===== src/rtl/pds_pkg.sv =====
package pds_pkg;
   localparam int STAT_W = 9;

   localparam logic [7:0] OFS_ON_REQ  = 8'h0C;
   localparam logic [7:0] OFS_OFF_REQ = 8'h10;
   localparam logic [7:0] OFS_CMD     = 8'h44;
   localparam logic [7:0] OFS_IMASK   = 8'h48;
   localparam logic [7:0] OFS_MODE    = 8'h80;
   localparam logic [7:0] OFS_EVENT   = 8'h88;
   localparam logic [7:0] OFS_ISTAT   = 8'h8C;

   localparam logic [7:0] KEY_RESTART = 8'hFF;
   localparam logic [7:0] KEY_ON_LO   = 8'h05;
   localparam logic [7:0] KEY_ON_HI   = 8'h50;
   localparam logic [7:0] KEY_OFF_LO  = 8'h0A;
   localparam logic [7:0] KEY_OFF_HI  = 8'hA0;

   localparam int ST_DONE     = 0;
   localparam int ST_HWREQ    = 1;
   localparam int ST_SEQ_ERR  = 2;
   localparam int ST_BUSY_ERR = 3;
   localparam int ST_CH_LO    = 6;

   typedef enum logic [1:0] {
      PS_IDLE,
      PS_ARMED,
      PS_ON_LO,
      PS_OFF_LO
   } parse_state_e;
endpackage


===== src/rtl/pds_cmd_parser.sv =====
module pds_cmd_parser
   import pds_pkg::*;
(
   input  logic       clk,
   input  logic       rst_n,
   input  logic       cmd_we,
   input  logic [7:0] cmd_byte,
   input  logic       busy,
   output logic       fire_on,
   output logic       fire_off,
   output logic       fail_seq,
   output logic       fail_busy
);
   parse_state_e state_q, state_d;

   always_comb begin
      state_d   = state_q;
      fire_on   = 1'b0;
      fire_off  = 1'b0;
      fail_seq  = 1'b0;
      fail_busy = 1'b0;
      if (cmd_we) begin
         if (busy) begin
            fail_busy = 1'b1;
            state_d   = PS_IDLE;
         end else if (cmd_byte == KEY_RESTART) begin
            state_d = PS_ARMED;
         end else begin
            state_d = PS_IDLE;
            unique case (state_q)
               PS_ARMED: begin
                  if (cmd_byte == KEY_ON_LO)       state_d = PS_ON_LO;
                  else if (cmd_byte == KEY_OFF_LO) state_d = PS_OFF_LO;
                  else                             fail_seq = 1'b1;
               end
               PS_ON_LO: begin
                  if (cmd_byte == KEY_ON_HI) fire_on = 1'b1;
                  else                       fail_seq = 1'b1;
               end
               PS_OFF_LO: begin
                  if (cmd_byte == KEY_OFF_HI) fire_off = 1'b1;
                  else                        fail_seq = 1'b1;
               end
               default: fail_seq = 1'b1;
            endcase
         end
      end
   end

   always_ff @(posedge clk or negedge rst_n) begin
      if (!rst_n) state_q <= PS_IDLE;
      else        state_q <= state_d;
   end
endmodule


===== src/rtl/pds_switch_unit.sv =====
module pds_switch_unit #(
   parameter int               N_DOMAINS     = 7,
   parameter logic [N_DOMAINS-1:0] ALWAYS_ON = 7'b0000011,
   parameter int               SWITCH_CYCLES = 500
) (
   input  logic                 clk,
   input  logic                 rst_n,
   input  logic                 fire_on,
   input  logic                 fire_off,
   input  logic [N_DOMAINS-1:0] on_req,
   input  logic [N_DOMAINS-1:0] off_req,
   output logic [N_DOMAINS-1:0] mode,
   output logic                 busy,
   output logic                 done,
   output logic [N_DOMAINS-1:0] changed
);
   localparam int CW = $clog2(SWITCH_CYCLES + 1);
   localparam logic [CW-1:0] CNT_LOAD = CW'(SWITCH_CYCLES - 1);

   logic [CW-1:0]        cnt_q;
   logic [N_DOMAINS-1:0] pend_q;
   logic                 dir_on_q;
   logic [N_DOMAINS-1:0] eff;

   always_comb begin
      eff = '0;
      if (fire_on)       eff = on_req & ~mode;
      else if (fire_off) eff = off_req & mode & ~ALWAYS_ON;
   end

   always_ff @(posedge clk or negedge rst_n) begin
      if (!rst_n) begin
         mode     <= ALWAYS_ON;
         busy     <= 1'b0;
         done     <= 1'b0;
         changed  <= '0;
         cnt_q    <= '0;
         pend_q   <= '0;
         dir_on_q <= 1'b0;
      end else begin
         done    <= 1'b0;
         changed <= '0;
         if (fire_on || fire_off) begin
            if (eff == '0) begin
               done <= 1'b1;
            end else begin
               busy     <= 1'b1;
               cnt_q    <= CNT_LOAD;
               pend_q   <= eff;
               dir_on_q <= fire_on;
            end
         end else if (busy) begin
            if (cnt_q == '0) begin
               busy    <= 1'b0;
               done    <= 1'b1;
               changed <= pend_q;
               mode    <= dir_on_q ? (mode | pend_q) : (mode & ~pend_q);
            end else begin
               cnt_q <= cnt_q - 1'b1;
            end
         end
      end
   end
endmodule


===== src/rtl/pds_status_regs.sv =====
module pds_status_regs
   import pds_pkg::*;
#(
   parameter int N_DOMAINS = 7
) (
   input  logic                 clk,
   input  logic                 rst_n,
   input  logic                 mask_we,
   input  logic                 stat_w1c,
   input  logic                 evt_w1c,
   input  logic [31:0]          wdata,
   input  logic [STAT_W-1:0]    sources,
   input  logic [N_DOMAINS-1:0] changed,
   output logic [STAT_W-1:0]    int_mask,
   output logic [STAT_W-1:0]    int_stat,
   output logic [N_DOMAINS-1:0] evt_stat
);
   logic [STAT_W-1:0]    stat_clr;
   logic [N_DOMAINS-1:0] evt_clr;

   assign stat_clr = stat_w1c ? wdata[STAT_W-1:0] : '0;
   assign evt_clr  = evt_w1c ? wdata[N_DOMAINS-1:0] : '0;

   always_ff @(posedge clk or negedge rst_n) begin
      if (!rst_n) begin
         int_mask <= '1;
         int_stat <= '0;
         evt_stat <= '0;
      end else begin
         if (mask_we) int_mask <= wdata[STAT_W-1:0];
         int_stat <= (int_stat & ~stat_clr) | (sources & ~int_mask);
         evt_stat <= (evt_stat & ~evt_clr) | changed;
      end
   end
endmodule


===== src/rtl/pds_ctrl.sv =====
module pds_ctrl
   import pds_pkg::*;
#(
   parameter int                   N_DOMAINS     = 7,
   parameter logic [N_DOMAINS-1:0] ALWAYS_ON     = 7'b0000011,
   parameter int                   SWITCH_CYCLES = 500,
   parameter int                   CLK_NS        = 10,
   parameter int                   ADDR_W        = 8
) (
   input  logic                 clk,
   input  logic                 rst_n,
   input  logic                 reg_we,
   input  logic [ADDR_W-1:0]    reg_addr,
   input  logic [31:0]          reg_wdata,
   output logic [31:0]          reg_rdata,
   input  logic                 hw_req_in,
   input  logic [2:0]           pch_fail_in,
   output logic [N_DOMAINS-1:0] pwr_state,
   output logic                 irq
);
   localparam int MAX_SWITCH_NS = 100_000;

   generate
      if (N_DOMAINS < 1 || N_DOMAINS > 32) begin : g_bad_domains
         $error("N_DOMAINS must lie in 1..32");
      end
      if (SWITCH_CYCLES < 1 || SWITCH_CYCLES * CLK_NS > MAX_SWITCH_NS) begin : g_bad_delay
         $error("switch delay must be at least one cycle and at most 100 us");
      end
      if (ADDR_W < 8) begin : g_bad_addr
         $error("ADDR_W must cover offsets up to 0x8C");
      end
   endgenerate

   logic [N_DOMAINS-1:0] on_req_q, off_req_q;
   logic                 fire_on, fire_off, fail_seq, fail_busy;
   logic                 sw_busy, sw_done;
   logic [N_DOMAINS-1:0] sw_changed;
   logic [STAT_W-1:0]    sources, int_mask, int_stat;
   logic [N_DOMAINS-1:0] evt_stat;
   logic                 wdata_unused;

   function automatic logic hit(input logic [ADDR_W-1:0] a, input logic [7:0] ofs);
      return a == ADDR_W'(ofs);
   endfunction

   assign wdata_unused = ^reg_wdata;

   always_ff @(posedge clk or negedge rst_n) begin
      if (!rst_n) begin
         on_req_q  <= '0;
         off_req_q <= '0;
      end else if (reg_we) begin
         if (hit(reg_addr, OFS_ON_REQ))  on_req_q  <= reg_wdata[N_DOMAINS-1:0];
         if (hit(reg_addr, OFS_OFF_REQ)) off_req_q <= reg_wdata[N_DOMAINS-1:0];
      end
   end

   pds_cmd_parser u_parser (
      .clk       (clk),
      .rst_n     (rst_n),
      .cmd_we    (reg_we && hit(reg_addr, OFS_CMD)),
      .cmd_byte  (reg_wdata[7:0]),
      .busy      (sw_busy),
      .fire_on   (fire_on),
      .fire_off  (fire_off),
      .fail_seq  (fail_seq),
      .fail_busy (fail_busy)
   );

   pds_switch_unit #(
      .N_DOMAINS     (N_DOMAINS),
      .ALWAYS_ON     (ALWAYS_ON),
      .SWITCH_CYCLES (SWITCH_CYCLES)
   ) u_switch (
      .clk      (clk),
      .rst_n    (rst_n),
      .fire_on  (fire_on),
      .fire_off (fire_off),
      .on_req   (on_req_q),
      .off_req  (off_req_q),
      .mode     (pwr_state),
      .busy     (sw_busy),
      .done     (sw_done),
      .changed  (sw_changed)
   );

   always_comb begin
      sources                      = '0;
      sources[ST_DONE]             = sw_done;
      sources[ST_HWREQ]            = hw_req_in;
      sources[ST_SEQ_ERR]          = fail_seq;
      sources[ST_BUSY_ERR]         = fail_busy;
      sources[ST_CH_LO +: 3]       = pch_fail_in;
   end

   pds_status_regs #(.N_DOMAINS(N_DOMAINS)) u_status (
      .clk      (clk),
      .rst_n    (rst_n),
      .mask_we  (reg_we && hit(reg_addr, OFS_IMASK)),
      .stat_w1c (reg_we && hit(reg_addr, OFS_ISTAT)),
      .evt_w1c  (reg_we && hit(reg_addr, OFS_EVENT)),
      .wdata    (reg_wdata),
      .sources  (sources),
      .changed  (sw_changed),
      .int_mask (int_mask),
      .int_stat (int_stat),
      .evt_stat (evt_stat)
   );

   assign irq = |int_stat;

   always_comb begin
      reg_rdata = '0;
      if (hit(reg_addr, OFS_ON_REQ))       reg_rdata[N_DOMAINS-1:0] = on_req_q;
      else if (hit(reg_addr, OFS_OFF_REQ)) reg_rdata[N_DOMAINS-1:0] = off_req_q;
      else if (hit(reg_addr, OFS_IMASK))   reg_rdata[STAT_W-1:0]    = int_mask;
      else if (hit(reg_addr, OFS_MODE))    reg_rdata[N_DOMAINS-1:0] = pwr_state;
      else if (hit(reg_addr, OFS_EVENT))   reg_rdata[N_DOMAINS-1:0] = evt_stat;
      else if (hit(reg_addr, OFS_ISTAT))   reg_rdata[STAT_W-1:0]    = int_stat;
   end
endmodule


===== config.mk =====
export PLATFORM = sky130hd
export DESIGN_NAME = pds_ctrl
export DESIGN_NICKNAME = d
export VERILOG_FILES = /design/src/rtl/pds_pkg.sv /design/src/rtl/pds_cmd_parser.sv /design/src/rtl/pds_switch_unit.sv /design/src/rtl/pds_status_regs.sv /design/src/rtl/pds_ctrl.sv
export SDC_FILE = /design/constraint.sdc
export NUM_CORES = 1
export LEC_CHECK = 0
export ABC_CLOCK_PERIOD_IN_PS = 2000
export BUFFER_PORTS_ARGS = -buffer_cell sky130_fd_sc_hd__buf_4
export CAP_MARGIN = 30
export CORE_ASPECT_RATIO = 1.75
export CORE_MARGIN = 10
export CORE_UTILIZATION = 49
export CTS_CLUSTER_SIZE = 40
export DETAILED_ROUTE_END_ITERATION = 12
export PLACE_DENSITY_LB_ADDON = 0.1
export SYNTH_ARGS = -nofsm -noshare
export SYNTH_HDL_FRONTEND = slang
export SYNTH_SLANG_ARGS = --single-unit

===== constraint.sdc =====
create_clock -name clk -period 2 [get_ports clk]
set_input_delay 0.3 -clock clk [delete_from_list [all_inputs] [get_ports clk]]
set_output_delay 0.3 -clock clk [all_outputs]
set_load 0.005 [all_outputs]

Word-level counts from Yosys, hierarchy flattened:

Cells that the tools add are included.

* add/subtract/negate cells: 1
* $mul: 0
* divide/modulo/power cells: 0
* magnitude comparators: 0
* equality and inequality tests: 17
* shift operators: 0
* multiplexer cells: 55
* bitwise gates (word level): 16
* reductions and logical operators: 14

Operator list (number)
* 7-bit two-way mux: 11
* 9-bit two-way mux: 7
* 8-bit equality test (second input constant): 5
* 7-bit bitwise AND: 4
* 1-bit two-way mux: 27
* 8-bit by 7-bit equality test with 1-bit output (second input constant): 3
* 7-bit NOT: 3
* 9-bit bitwise AND: 2
* 2-bit two-way mux: 9
* 9-bit NOT: 2
* 8-bit by 4-bit equality test with 1-bit output (second input constant): 2
* 7-bit OR: 2
* 9-bit logical NOT: 1
* 9-bit OR: 1
* 9-bit OR reduction: 1
* 9-bit by 1-bit subtractor with 9-bit output (second input constant): 1
* 8-bit by 3-bit equality test with 1-bit output (second input constant): 1
* 8-bit by 5-bit equality test with 1-bit output (second input constant): 1
* 7-bit logical NOT: 1
* 2-bit AND reduction: 3
* 3-bit AND reduction: 2
* 2-bit equality test (second input constant): 2
* 1-bit logical AND: 4
* 1-bit one-hot mux with 3 select lines: 1
* 6 further kinds: 7

* bits in registers: 74
* latch bits: 0
* bits in writable memories: 0
* bits in read-only memories: 0
* input bits: 47
* output and inout port bits: 40
* memories kept: 0

Logic depth before layout (Yosys ltp):

* word-level depth: 11
* depth in mapped cells: 8
* depth with buffers taken out: 7

Cells and area by module:

Synthesis repeated with hierarchy kept, for this count alone.

* cells, all modules: 364
* area total of the unflattened synthesis: 4003.8 um^2

By module, submodules not included
* pds_switch_unit: instances 1, cells an instance 129, area each 1547.7 um^2, sequential area each 828.3 um^2
* pds_ctrl: instances 1, cells an instance 116, area each 1168.6 um^2, sequential area each 350.3 um^2
* pds_status_regs: instances 1, cells an instance 87, area each 1021.0 um^2, sequential area each 636.9 um^2
* pds_cmd_parser: instances 1, cells an instance 32, area each 266.5 um^2, sequential area each 50.0 um^2

Worst setup path after synthesis:

OpenSTA, ideal clock, no wires.

* kind: register to register
* from: register u_parser.state_q[0]
* to: register u_switch.dir_on_q
* arrival: 1843 ps
* required time: 1872 ps
* setup slack: 29 ps
* cell stages (with the launch flop): 6
* buffers on the path: 0
* path through: dfrtp_1 -> or3b_4 -> or3_4 -> a311oi_4 -> nor2_2 -> mux2_1

* cells in the longest elaborated chain, start to end: 10
* elaborated cells between the ends (all ways): 16
* classes of those cells: eq/ne (2); mux (10); bitwise (1); reduce/logical (3)

RTL lines
* start, declared: line pds_cmd_parser.sv:14 `parse_state_e state_q, state_d;`
* start signal, assigned: line pds_cmd_parser.sv:52 `else state_q <= state_d;`
* 2-bit equality test: line pds_cmd_parser.sv:30 `unique case (state_q)`
* 1-bit two-way mux: line pds_cmd_parser.sv:30
* 1-bit two-way mux: line pds_cmd_parser.sv:26 `end else if (cmd_byte == KEY_RESTART) begin`
* 1-bit two-way mux: line pds_cmd_parser.sv:23 `if (busy) begin`
* 1-bit two-way mux: line pds_cmd_parser.sv:22 `if (cmd_we) begin`
* 7-bit two-way mux: line pds_switch_unit.sv:28 `else if (fire_off) eff = off_req & mode & ~ALWAYS_ON;`
* 7-bit two-way mux: line pds_switch_unit.sv:27 `if (fire_on) eff = on_req & ~mode;`
* 7-bit logical NOT: line pds_switch_unit.sv:44 `if (eff == '0) begin`
* 1-bit NOT (no source line)
* 2-bit AND reduction (no source line)
* end signal, assigned: line pds_switch_unit.sv:50 `dir_on_q <= fire_on;`
* end, declared: line pds_switch_unit.sv:22 `logic dir_on_q;`

Several ways; a longest one is shown, not always the timed one.
A chain may end at the register's enable or synchronous reset.

Final worst setup path:

Ends and elaborated chain as after synthesis.

==> metrics.cfg <==
[critical_path]
slowest_delay_ns=0.39
r2r_cells=5
critPathKind=flip-flop to flip-flop
critical-path-top-delay-family=simple AND/OR/NAND/NOR gates
r2r-start=u_parser.state_q[0]
end_kind=flip-flop
critPathBufInv=0
crit_chain=or3b_4 > or3_4 > a311oi_4 > nor2_4 > mux2_4
worstPathRequired_ns=2.22
worstSetupStartpointType=flip-flop
setup.worst_path.start=u_parser.state_q[0]
cp_slowest_cell=or3b_4
worstPathArrival_ns=2.20
path_max_fanout=5
crit_cells=5

[status]
status=finished, final reports clean

[route]
routed_wl_um=10700
drt_iter0_markers=252
vias=3151
drcViolationCount=0
wl_per_cell_um=19.6
wl_met2_um=5860
wl_met3_um=634
top_layer=met4
wirelength_met1_um=3930
ant_nets=0
routed_via_density=5.76
drt_pre_antenna_iters=5

[finish]
drive_gt1_frac=0.431
fin_cells=547
fill_cells=625
multiInputGateArea_um2=1860
final_common_cell=buf_4
final_nets=502
final_cell_mix=95 x buf_4, 63 x dfrtp_1, 41 x nand2_1
layout-area-overhead-vs-synth_pct=30.3
ff_latch_area_um2=1870
antenna_cells=0
final_core_util=0.659

[synth]
synthFlopType=dfrtp_1
async_flop_share=1.00
synthCells=353
ys_seq_elements=74
syn_avg_cell_area_um2=10.9
synth_edf_count=0
synth_area_um2=3850
ys_types=59
synthTopCellsByArea=dfrtp_1 41%, mux2_2 11%, dfstp_2 7.5%
yosysTopAreaCell=dfrtp_1
ys_seq_area_frac=0.484
synth_warnings=0
yosys.area.top_type_share=0.409

[sta]
finalMaxSlewViolations=0
grt_setup_unrepaired=yes
fin_crit_sh=0.993
finClkSkew_ns=0.00454
setup_viol=0
timing.fmax_mhz=503
setup_slack_ns=0.0131
holdWs_ns=0.219
finalWorstPathRequiredPeriod_ns=1.99
finalSetupTns_ns=0
hold_violations=0

[pwr]
power_density_nw_per_um2=682
leakagePower_nw=2.52
vdd_drop_max_mv=0.580

[cts]
cts_made_buffers=9
insertion_delay_ns=0.33
htreeDepth=3
cts_buffer_depth=2
clkSinkCount=74
cts-root-buf=clkbuf_16
cts_tree=built
path_clk_slew_ns=0.06

[placed_design]
dpl_worst_slack_ns=-0.139
dpl.cell_count=525
port-buffer-count=40
gp_congestion=0.898
hpwl_um=8280

[grt]
grt_max_degree=34
grt_pass1_wl_um=17000
globalRouteOverflowTotal=0
grt_usage=0.182
grt_pass1_vias=3285
antenna_found_initial=0

[floorplan]
fp.coreArea_um2=7620
std_cell_rows=42
die_x_um=87.0
dieArea_um2=11900
die_height_um=137
start_util=0.506
io_pins=87

[worst_hold_path]
hp-class=input port to flip-flop
whs_path_depth=3
hold_start=pch_fail_in[1]

[job]
maxCapViolCount=0

-- power breakdown --
part / leakage, nW / total, mW / internal, mW / switching [mW]
combinational: 1.42 / 0.220 / 0.0999 / 0.120
clock: 0.153 / 1.65 / 1.07 / 0.588
sequential: 0.939 / 1.55 / 1.53 / 0.0211
total: 2.52 / 3.43 / 2.70 / 0.730
-- routing by layer --
| metal | track usage | up-vias |
|---|---|---|
| li1 | - | 1455 |
| met5 | 0 | - |
| met2 | 0.328 | 97 |
| met1 | 0.192 | 1578 |
| met4 | 0.0832 | 0 |
| met3 | 0.0444 | 21 |
-- synthesized netlist by cell type, types with 4 or more instances --
library cell / number
dfrtp_1: 63
nand2_1: 41
mux2_2: 36
buf_4: 23
a21o_1: 16
nor3_1: 14
nor2_1: 12
dfstp_2: 11
inv_1: 10
and2_1: 9
clkbuf_1: 9
a22oi_1: 8
o21ai_0: 8
nor4_1: 7
a222oi_1: 6
a32o_1: 6
and3_1: 6
a21oi_1: 4
nor2b_1: 4
-- stage by stage --
stage / total power, mW / cell area (µm²)
detailed placement: 1.79 / 4570
floorplan: 1.68 / 3940
global route: 3.54 / 5020
global placement: 1.78 / 4570
CTS: 3.44 / 4920
finish: 3.43 / 5020
-- flip-flops by register name, indices dropped and copies added (netlist names), named ones only --
| signal | flops |
|---|---|
| u_switch.changed | 7 |
| on_req_q | 7 |
| u_switch.dir_on_q | 1 |
| u_status.int_mask | 9 |
| u_status.evt_stat | 7 |
| u_switch.done | 1 |
| u_parser.state_q | 2 |
| off_req_q | 7 |
| u_switch.cnt_q | 9 |
| u_switch.pend_q | 7 |
| u_status.int_stat | 9 |
| u_switch.busy | 1 |
-- worst min-delay path, cell delays in order --
cell and delay, ns:
buf_4 0.11, inv_1 0.04, o21ai_0 0.06
-- path summary, 6_finish.rpt --
kind,slack [ns],endpoint
worst min register to register,0.43,u_status.evt_stat[3]
max in group asynchronous,0.96,u_status.int_mask[5]
worst max-delay path,0.01,u_switch.dir_on_q
worst max register to register,0.01,u_switch.dir_on_q
min in group asynchronous,0.42,u_switch.pend_q[1]
worst min-delay path,0.22,u_status.int_stat[7]
-- final cells by class --
type                    instances  share of cell area
clock buffers                  14              0.0546
clock inverters                 2             0.00698
inverters                      10             0.00748
multi-input cells             254               0.370
flip-flops and latches         74               0.372
well taps                      88              0.0219
repair buffers                105               0.168
-- repair_timing --
action | 4_1_cts | 5_1_grt
pin swaps | 8 | 17
endpoints found under the setup margin | 19 | 29
buffers inserted | 1 | 4
resized for setup | 6 | 19
cloned | 0 | 0
endpoints found under the hold margin | 21 | 0
hold buffers | 1 | 0
-- logic make-up (layout without fill, tap and decap cells) --
kind of cell,Yosys count,in the layout,share of synthesized area
flip-flops,74,74,0.484
XOR/XNOR,1,1,0.00227
adder cells (fa/ha/maj),1,1,0.00325
multiplexers,37,37,0.108
buffers and inverters,47,131,0.0731
AND/OR/NAND/NOR,124,124,0.184
other,1,23,0.000973
AO/OA/AOI/OAI,68,68,0.144
Power figures use the tool's default switching activity.
